`config.mk`:
```
export PLATFORM = sky130hd
export DESIGN_NAME = win_watchdog
export DESIGN_NICKNAME = d
export VERILOG_FILES = /design/src/rtl/win_wdog_pkg.sv /design/src/rtl/win_wdog_trig_filter.sv /design/src/rtl/win_wdog_phase_timer.sv /design/src/rtl/win_watchdog.sv
export SDC_FILE = /design/constraint.sdc
export NUM_CORES = 1
export LEC_CHECK = 0
export BUFFER_PORTS_ARGS = -buffer_cell sky130_fd_sc_hd__buf_2
export CELL_PAD_IN_SITES_DETAIL_PLACEMENT = 1
export CELL_PAD_IN_SITES_GLOBAL_PLACEMENT = 1
export CORE_MARGIN = 3
export CORE_UTILIZATION = 35
export DETAILED_ROUTE_END_ITERATION = 12
export PLACE_DENSITY = 0.58
export SETUP_SLACK_MARGIN = 0.15
export SLEW_MARGIN = 20
export SYNTH_ARGS = -nofsm -noshare
export SYNTH_HDL_FRONTEND = slang
export SYNTH_SLANG_ARGS = --single-unit
```
`constraint.sdc`:
```
create_clock -name clk -period 3 [get_ports clk]
set_input_delay 0.6 -clock clk [delete_from_list [all_inputs] [get_ports clk]]
set_output_delay 0.6 -clock clk [all_outputs]
set_load 0.05 [all_outputs]
```
`src/rtl/win_wdog_pkg.sv`:
```
package win_wdog_pkg;

    typedef enum logic [1:0] {
        PH_INIT   = 2'd0,
        PH_CLOSED = 2'd1,
        PH_OPEN   = 2'd2,
        PH_RESET  = 2'd3
    } wd_phase_e;

    function automatic int unsigned max4(input int unsigned a, input int unsigned b,
                                         input int unsigned c, input int unsigned d);
        int unsigned m;
        m = a;
        if (b > m) m = b;
        if (c > m) m = c;
        if (d > m) m = d;
        return m;
    endfunction

endpackage

```
`src/rtl/win_wdog_trig_filter.sv`:
```
module win_wdog_trig_filter #(
    parameter int unsigned MIN_LOW_CLKS = 50
) (
    input  logic clk,
    input  logic rst_n,
    input  logic enable,
    input  logic trig_n,
    output logic accept
);
    localparam int unsigned CW = (MIN_LOW_CLKS < 2) ? 1 : $clog2(MIN_LOW_CLKS + 1);
    localparam logic [CW-1:0] LOW_MAX  = CW'(MIN_LOW_CLKS);
    localparam logic [CW-1:0] LOW_LAST = CW'(MIN_LOW_CLKS - 1);

    typedef struct packed {
        logic          sync1;
        logic          sync2;
        logic [CW-1:0] low_cnt;
        logic          acc;
    } filt_t;

    filt_t st_d, st_q;

    always_comb begin
        st_d       = st_q;
        st_d.sync1 = trig_n;
        st_d.sync2 = st_q.sync1;
        st_d.acc   = 1'b0;
        if (!enable || st_q.sync2) begin
            st_d.low_cnt = '0;
        end else if (st_q.low_cnt != LOW_MAX) begin
            st_d.acc     = (st_q.low_cnt == LOW_LAST);
            st_d.low_cnt = st_q.low_cnt + CW'(1);
        end
    end

    always_ff @(posedge clk or negedge rst_n) begin
        if (!rst_n) begin
            st_q <= '{sync1: 1'b1, sync2: 1'b1, low_cnt: '0, acc: 1'b0};
        end else begin
            st_q <= st_d;
        end
    end

    assign accept = st_q.acc;

endmodule

```
`src/rtl/win_wdog_phase_timer.sv`:
```
module win_wdog_phase_timer #(
    parameter int unsigned CNT_W = 8
) (
    input  logic             clk,
    input  logic             rst_n,
    input  logic             clear,
    input  logic             tick,
    input  logic [CNT_W-1:0] limit,
    output logic             expire
);
    typedef struct packed {
        logic [CNT_W-1:0] cnt;
    } tmr_t;

    tmr_t st_d, st_q;

    assign expire = tick && (st_q.cnt == limit);

    always_comb begin
        st_d = st_q;
        if (clear || expire) begin
            st_d.cnt = '0;
        end else if (tick) begin
            st_d.cnt = st_q.cnt + CNT_W'(1);
        end
    end

    always_ff @(posedge clk or negedge rst_n) begin
        if (!rst_n) begin
            st_q <= '{cnt: '0};
        end else begin
            st_q <= st_d;
        end
    end

endmodule

```
`src/rtl/win_watchdog.sv`:
```
module win_watchdog #(
    parameter int unsigned INIT_TICKS   = 1550,
    parameter int unsigned CLOSED_TICKS = 206,
    parameter int unsigned OPEN_TICKS   = 210,
    parameter int unsigned PULSE_TICKS  = 40,
    parameter int unsigned MIN_LOW_CLKS = 50
) (
    input  logic clk,
    input  logic rst_n,
    input  logic enable,
    input  logic tick,
    input  logic trig_n,
    output logic rst_out_n
);
    import win_wdog_pkg::*;

    localparam int unsigned MAX_TICKS = max4(INIT_TICKS, CLOSED_TICKS, OPEN_TICKS, PULSE_TICKS);
    localparam int unsigned CNT_W     = (MAX_TICKS < 3) ? 1 : $clog2(MAX_TICKS);
    localparam logic [CNT_W-1:0] LIM_INIT   = CNT_W'(INIT_TICKS - 1);
    localparam logic [CNT_W-1:0] LIM_CLOSED = CNT_W'(CLOSED_TICKS - 1);
    localparam logic [CNT_W-1:0] LIM_OPEN   = CNT_W'(OPEN_TICKS - 1);
    localparam logic [CNT_W-1:0] LIM_PULSE  = CNT_W'(PULSE_TICKS - 1);

    typedef struct packed {
        wd_phase_e phase;
        logic      out_n;
    } wd_t;

    wd_t              st_d, st_q;
    logic             trig_ok;
    logic             expire;
    logic             tmr_clear;
    logic [CNT_W-1:0] limit;
    wd_phase_e        phase_q;

    assign phase_q = st_q.phase;

    win_wdog_trig_filter #(
        .MIN_LOW_CLKS(MIN_LOW_CLKS)
    ) u_filter (
        .clk   (clk),
        .rst_n (rst_n),
        .enable(enable),
        .trig_n(trig_n),
        .accept(trig_ok)
    );

    always_comb begin
        unique case (st_q.phase)
            PH_INIT:   limit = LIM_INIT;
            PH_CLOSED: limit = LIM_CLOSED;
            PH_OPEN:   limit = LIM_OPEN;
            default:   limit = LIM_PULSE;
        endcase
    end

    win_wdog_phase_timer #(
        .CNT_W(CNT_W)
    ) u_timer (
        .clk   (clk),
        .rst_n (rst_n),
        .clear (tmr_clear),
        .tick  (tick),
        .limit (limit),
        .expire(expire)
    );

    always_comb begin
        st_d = st_q;
        if (!enable) begin
            st_d.phase = PH_INIT;
        end else begin
            unique case (st_q.phase)
                PH_INIT: begin
                    if (trig_ok)     st_d.phase = PH_CLOSED;
                    else if (expire) st_d.phase = PH_RESET;
                end
                PH_CLOSED: begin
                    if (trig_ok)     st_d.phase = PH_RESET;
                    else if (expire) st_d.phase = PH_OPEN;
                end
                PH_OPEN: begin
                    if (trig_ok)     st_d.phase = PH_CLOSED;
                    else if (expire) st_d.phase = PH_RESET;
                end
                default: begin
                    if (expire)      st_d.phase = PH_INIT;
                end
            endcase
        end
        st_d.out_n = (st_d.phase != PH_RESET);
        tmr_clear  = !enable || (st_d.phase != st_q.phase);
    end

    always_ff @(posedge clk or negedge rst_n) begin
        if (!rst_n) begin
            st_q <= '{phase: PH_INIT, out_n: 1'b1};
        end else begin
            st_q <= st_d;
        end
    end

    assign rst_out_n = st_q.out_n;

endmodule

```
==> results.yml, run 1 <==
run_status:
  status: "finished, final reports clean"
power_and_ir_drop:
  peakVddDrop_mv: 0.1125
  power.leakage_nw: 0.6098
  power.density_nw_per_um2: 394.1
floorplanning:
  dieArea_sq_um: 4442
  start_util_pct: 37.40
  die_x_um: 66.65
  chipHeight_um: 66.65
  core_area_sq_um: 3442
  pin_count: 6
  rows: 21
layout:
  antenna_cells: 0
  final_cells: 185
  mostFrequentLayoutCells: "nor2_1 (22), dfrtp_1 (20), xor2_1 (10), nand3_1 (10), ha_1 (9)"
  final_nets: 154
  final_common_cell: "nor2_1"
  layout-drive-gt1-share_pct: 10.79
  syn_to_final_growth_pct: 9.621
  fin_util_pct: 41.00
drt:
  drc_errors: 0
  drt-total-wl_um: 2803
  detail-route-antenna-nets: 0
  drt_iter0_markers: 63
  routedWlPerCell_um: 15.15
  num_vias: 974
  vias_per_cell: 5.265
  firstDrtPassIters: 4
worst_setup_path:
  crit_chain: "inv_1, ha_1, or3_1, a222oi_1, nand3_1, mux2_2, nand3b_1"
  path_class: "register to register"
  critPathSlowestCell: "a222oi_1"
  cp_max_fo: 7
  cpPeakStageDelay_ps: 500
  crit_path_start_kind: "register"
  endpoint_kind: "register"
  crit_required_ps: 3190
  r2r_cells: 7
  cp.arrival_ps: 2740
clock_network:
  h-tree-depth: 1
  cts_tree: "yes"
  ctsHoldBuffers: 0
  clk_pin_slew_worst_paths_ps: 90
  cts_buffers: 3
  clkLatencyLatePin_ps: 270
  post_cts_buffers: 0
  root_buffer: "clkbuf_8"
  clock_sinks: 23
  clockBufferDepth: 2
  cts.repair.resized: 0
synth:
  synthSimpleGateAreaFrac_pct: 21.87
  synth_top_family_by_area: "simple AND/OR/NAND/NOR gates"
  synth-xor-area-share_pct: 11.56
  avgSynthCellArea_sq_um: 9.754
  synthCells: 132
  yosysSeqAreaShare_pct: 45.00
  synth-async-reset-ratio_pct: 100.0
  syn_area_sq_um: 1287
  synth_edf_count: 0
  ys_ff_latch: 23
  ys_warn_count: 0
  synthAdderAreaFrac_pct: 8.746
  synth_nets: 146
  synth.distinct_cells: 35
  synth_compound_area_share_pct: 8.455
  synthFlopType: "dfrtp_1"
  synth_mux_area_share_pct: 1.652
timing:
  drv_slew: 0
  finalSetupViolCount: 0
  worstMarginPinSlew_ps: 526.1
  max_freq_mhz: 391.0
  finalSetupTns_ps: 0
  clock_skew_ps: 3.083
  rsz0062_at_grt: "false"
  max_slew_margin_pct: 64.60
  finalCritPeriodShare_pct: 85.24
  period_minus_slack_ps: 2557
  hold_viol_final: 0
placement:
  place_congestion: 0.7650
  dp_hpwl_um: 2076
  post-place-cells: 181
  port-buffer-count: 5
worst_hold_path:
  hp-class: "input port to async pin"
global_route:
  grt_overflow: 0
  grt_max_degree: 24
  grt_pass1_wl_um: 5016
  grt_usage_pct: 14.92
  antenna_found_initial: 0
  grt_pass1_vias: 1066
job:
  cap_violations: 0
where the power goes:
part           switching, mW  leakage [nW]  internal (mW)  total [mW]
logic                 0.0203         0.276         0.0120      0.0324
registers            0.00711         0.308          0.316       0.323
clock network          0.107        0.0255         0.0930       0.200
metal layers:
metal	vias up	track usage [%]	share of wire, %
met5	-	0	0
met4	0	6.091	1.8
met3	8	2.698	1.9
met2	13	24.01	47
met1	483	19.58	49
li1	470	-	-
cells by family (layout without fill, tap and decap cells):
| logic type | Yosys count | count (layout) |
|---|---|---|
| mux | 2 | 2 |
| simple gates | 58 | 58 |
| fa+ha+maj | 9 | 9 |
| xor+xnor | 17 | 17 |
| flops | 23 | 23 |
| compound gates | 14 | 14 |
| buf+inv | 9 | 16 |
worst paths after layout:
check                                           start                          to  slack (ps)
max                              phase_q[0]$_DFF_PN0_         rst_out_n$_DFF_PN1_         440
min                                             rst_n        phase_q[0]$_DFF_PN0_         300
max reg2reg                      phase_q[0]$_DFF_PN0_         rst_out_n$_DFF_PN1_         440
min reg2reg                u_filter.st_d[7]$_DFF_PN1_  u_filter.st_q[7]$_DFF_PN1_         360
max in group asynchronous                       rst_n  u_filter.st_q[7]$_DFF_PN1_        2340
min in group clk           u_filter.st_d[7]$_DFF_PN1_  u_filter.st_q[7]$_DFF_PN1_         360
area by class of cell:
cell class	instances	area, sq um
clock buffers	3	41.29
inverters	6	22.52
multi-input cells	100	673.1
fillers	403	2031
clock inverters	1	5.005
flip-flops and latches	23	579.3
repair buffers	6	32.53
well taps	46	57.56
synth_stat cells, drive strengths merged (2+ instances only):
cell    count  area share, %
nand2       6            1.7
dfstp       3            6.1
xnor2       7            4.8
dfrtp      20             39
xor2       10            6.8
nor2       22            6.4
and3        3            1.5
ha          9            8.7
inv         6            1.7
nand3b      2            1.2
nand2b      2           0.97
nand4       4            1.9
or3         3            1.5
nor3        3            1.2
o31ai       2            1.2
nand3      10            3.9
clkbuf      2           0.58
metrics by stage:
stage | setup slack [ps] | cell area [sq um] | hold WS, ps | total power, mW
after floorplan | 778.9 | 1287 | 304.4 | 0.3459
after detailed placement | 465.0 | 1365 | 350.6 | 0.3629
after CTS | 452.6 | 1411 | 318.8 | 0.5662
after global routing | 182.7 | 1411 | 343.8 | 0.5802
after global placement | 595.2 | 1365 | 348.9 | 0.3617
final | 442.7 | 1411 | 296.8 | 0.5563
flip-flops by register name, summed over array words and instances, names as in the netlist:
| signal | cells |
|---|---|
| u_timer.st_q | 11 |
| u_filter.st_q | 7 |
| phase_q | 2 |
| rst_out_n | 1 |
| u_filter.accept | 1 |
| u_filter.st_d | 1 |
worst max-delay path: cells and delay by family, from the launching register on:
| kind | cells | cell delay [ps] |
|---|---|---|
| AOI/OAI and AO/OA | 1 | 500 |
| adders and majority gates | 1 | 300 |
| buffers and inverters | 1 | 130 |
| DFF | 1 | 450 |
| muxes | 1 | 330 |
| and+or+nand+nor | 3 | 760 |
(Power assumes the default switching activity.)
==> run 2, diff against run 1 <==
GPL_TIMING_DRIVEN = 0   (was not set)
==> results.yml, run 2 (synthesis results as in run 1) <==
layout:
  top_register: "u_timer.st_q"
  layout-drive-gt1-share_pct: 10.00
  mostFrequentLayoutCells: "nor2_1 (22), dfrtp_1 (20), xor2_1 (10), nand3_1 (10), ha_1 (9)"
  final_nets: 155
  final_cells: 186
  final_common_cell: "nor2_1"
  largest_reg_flops: 11
  antenna_cells: 0
  syn_to_final_growth_pct: 10.01
floorplanning:
  core_area_sq_um: 3442
  chipHeight_um: 66.65
  rows: 21
  dieArea_sq_um: 4442
  die_x_um: 66.65
  start_util_pct: 37.40
  pin_count: 6
clock_network:
  clock_sinks: 23
  clockBufferDepth: 2
  root_buffer: "clkbuf_8"
  cts_buffers: 3
  cts_tree: "yes"
  clkLatencyLatePin_ps: 260
  clk_pin_slew_worst_paths_ps: 80
  h-tree-depth: 1
worst_hold_path:
  hp-class: "input port to async pin"
power_and_ir_drop:
  peakVddDrop_mv: 0.2484
  seq_power_share_pct: 58.5
  power_uw: 551.1
  power.density_nw_per_um2: 389.1
  switching_share_pct: 23.43
  p_switching_uw: 129.1
  p_int_uw: 422.0
  comb_power_share_pct: 5.8
  power.leakage_nw: 0.6037
  clkPwrFrac_pct: 35.7
timing:
  rsz0062_at_grt: "false"
  worstMarginPinSlew_ps: 524.1
  hold_viol_final: 0
  clock_skew_ps: 4.147
  whs_ps: 301.8
  finalSetupTns_ps: 0
  max_slew_margin_pct: 65.06
  period_minus_slack_ps: 2631
  finalSetupViolCount: 0
  drv_slew: 0
  finalCritPeriodShare_pct: 87.71
  max_freq_mhz: 380.0
worst_setup_path:
  critPathBufInv: 2
  cp.arrival_ps: 2790
  cp_top_family: "simple AND/OR/NAND/NOR gates"
  cp_max_fo: 10
  path_class: "register to register"
  cpPeakStageDelay_ps: 460
  endpoint_kind: "register"
  crit_chain: "inv_1, ha_1, or3_1, a222oi_1, nand3_1, o311ai_0, clkbuf_4, nor2_1"
  critPathSlowestCell: "a222oi_1"
  crit_path_start_kind: "register"
  crit_required_ps: 3160
drt:
  num_vias: 942
  detail-route-antenna-nets: 0
  routedWlPerCell_um: 13.95
  drt_iter0_markers: 43
  vias_per_cell: 5.065
  firstDrtPassIters: 4
  drt-total-wl_um: 2594
  drc_errors: 0
global_route:
  grt_usage_pct: 13.47
  grt_max_degree: 24
  grt_overflow: 0
  grt_pass1_vias: 953
  grt_pass1_wl_um: 4526
  antenna_found_initial: 0
run_status:
  status: "finished, final reports clean"
job:
  cap_violations: 0
placement:
  place_congestion: 0.7673
  dp_hpwl_um: 1961
  port-buffer-count: 4
  post-place-cells: 182
[run 2: cell types whose count changed in the layout (fill, tap and decap cells not counted), sizes merged]
| cell | change |
|---|---|
| clkbuf | +3 |
| buf | -2 |
| clkinvlp | +1 |
| clkinv | -1 |
[run 2: metrics by stage]
stage	setup slack, ps	utilization [%]	cell area, sq um
after detailed placement	351.0	39.66	1365
after floorplan	778.9	-	1287
after global placement	379.2	39.66	1365
after global routing	166.4	41.15	1416
final	368.6	41.15	1416
after CTS	326.2	41.08	1414
[run 2: area by class of cell]
cell class | instances | area (sq um)
Clock inverter | 1 | 7.507
Buffer | 3 | 15.01
Clock buffer | 3 | 41.29
Sequential cell | 23 | 579.3
Multi-Input combinational cell | 100 | 673.1
Fill cell | 408 | 2026
Timing Repair Buffer | 4 | 20.02
Inverter | 6 | 22.52
Tap cell | 46 | 57.56
[run 2: timing repair]
item	in CTS	in global routing
gates resized for setup	0	1
setup endpoints to repair	0	10
hold buffers	0	0
setup buffers	0	0
[run 2: power groups by stage]
stage	sequential, mW	combinational [mW]	clock, mW
after floorplan	0.327	0.0187	0
after global placement	0.328	0.0314	0
after detailed placement	0.328	0.0331	0
after CTS	0.322	0.0333	0.208
after global routing	0.324	0.0378	0.226
final	0.322	0.0320	0.197
[run 2: path summary, 6_finish.rpt]
path	startpoint	to	slack (ps)	cells past startpoint
max	phase_q[0]$_DFF_PN0_	u_timer.st_q[4]$_DFFE_PN0P_	370	8
min	rst_n	phase_q[0]$_DFF_PN0_	300	1
max reg2reg	phase_q[0]$_DFF_PN0_	u_timer.st_q[4]$_DFFE_PN0P_	370	8
min reg2reg	u_filter.st_d[7]$_DFF_PN1_	u_filter.st_q[7]$_DFF_PN1_	360	0
max in group asynchronous	rst_n	u_filter.st_q[7]$_DFF_PN1_	2330	1
min in group clk	u_filter.st_d[7]$_DFF_PN1_	u_filter.st_q[7]$_DFF_PN1_	360	0
[run 2: metal layers]
metal	part of all wire [%]	global-route usage (%)	vias to the layer above	wire [um]
li1	-	-	475	-
met3	2.7	4.047	2	70
met1	49	17.91	458	1280
met5	0	0	-	0
met2	47	21.04	7	1220
met4	0.89	3.807	0	23
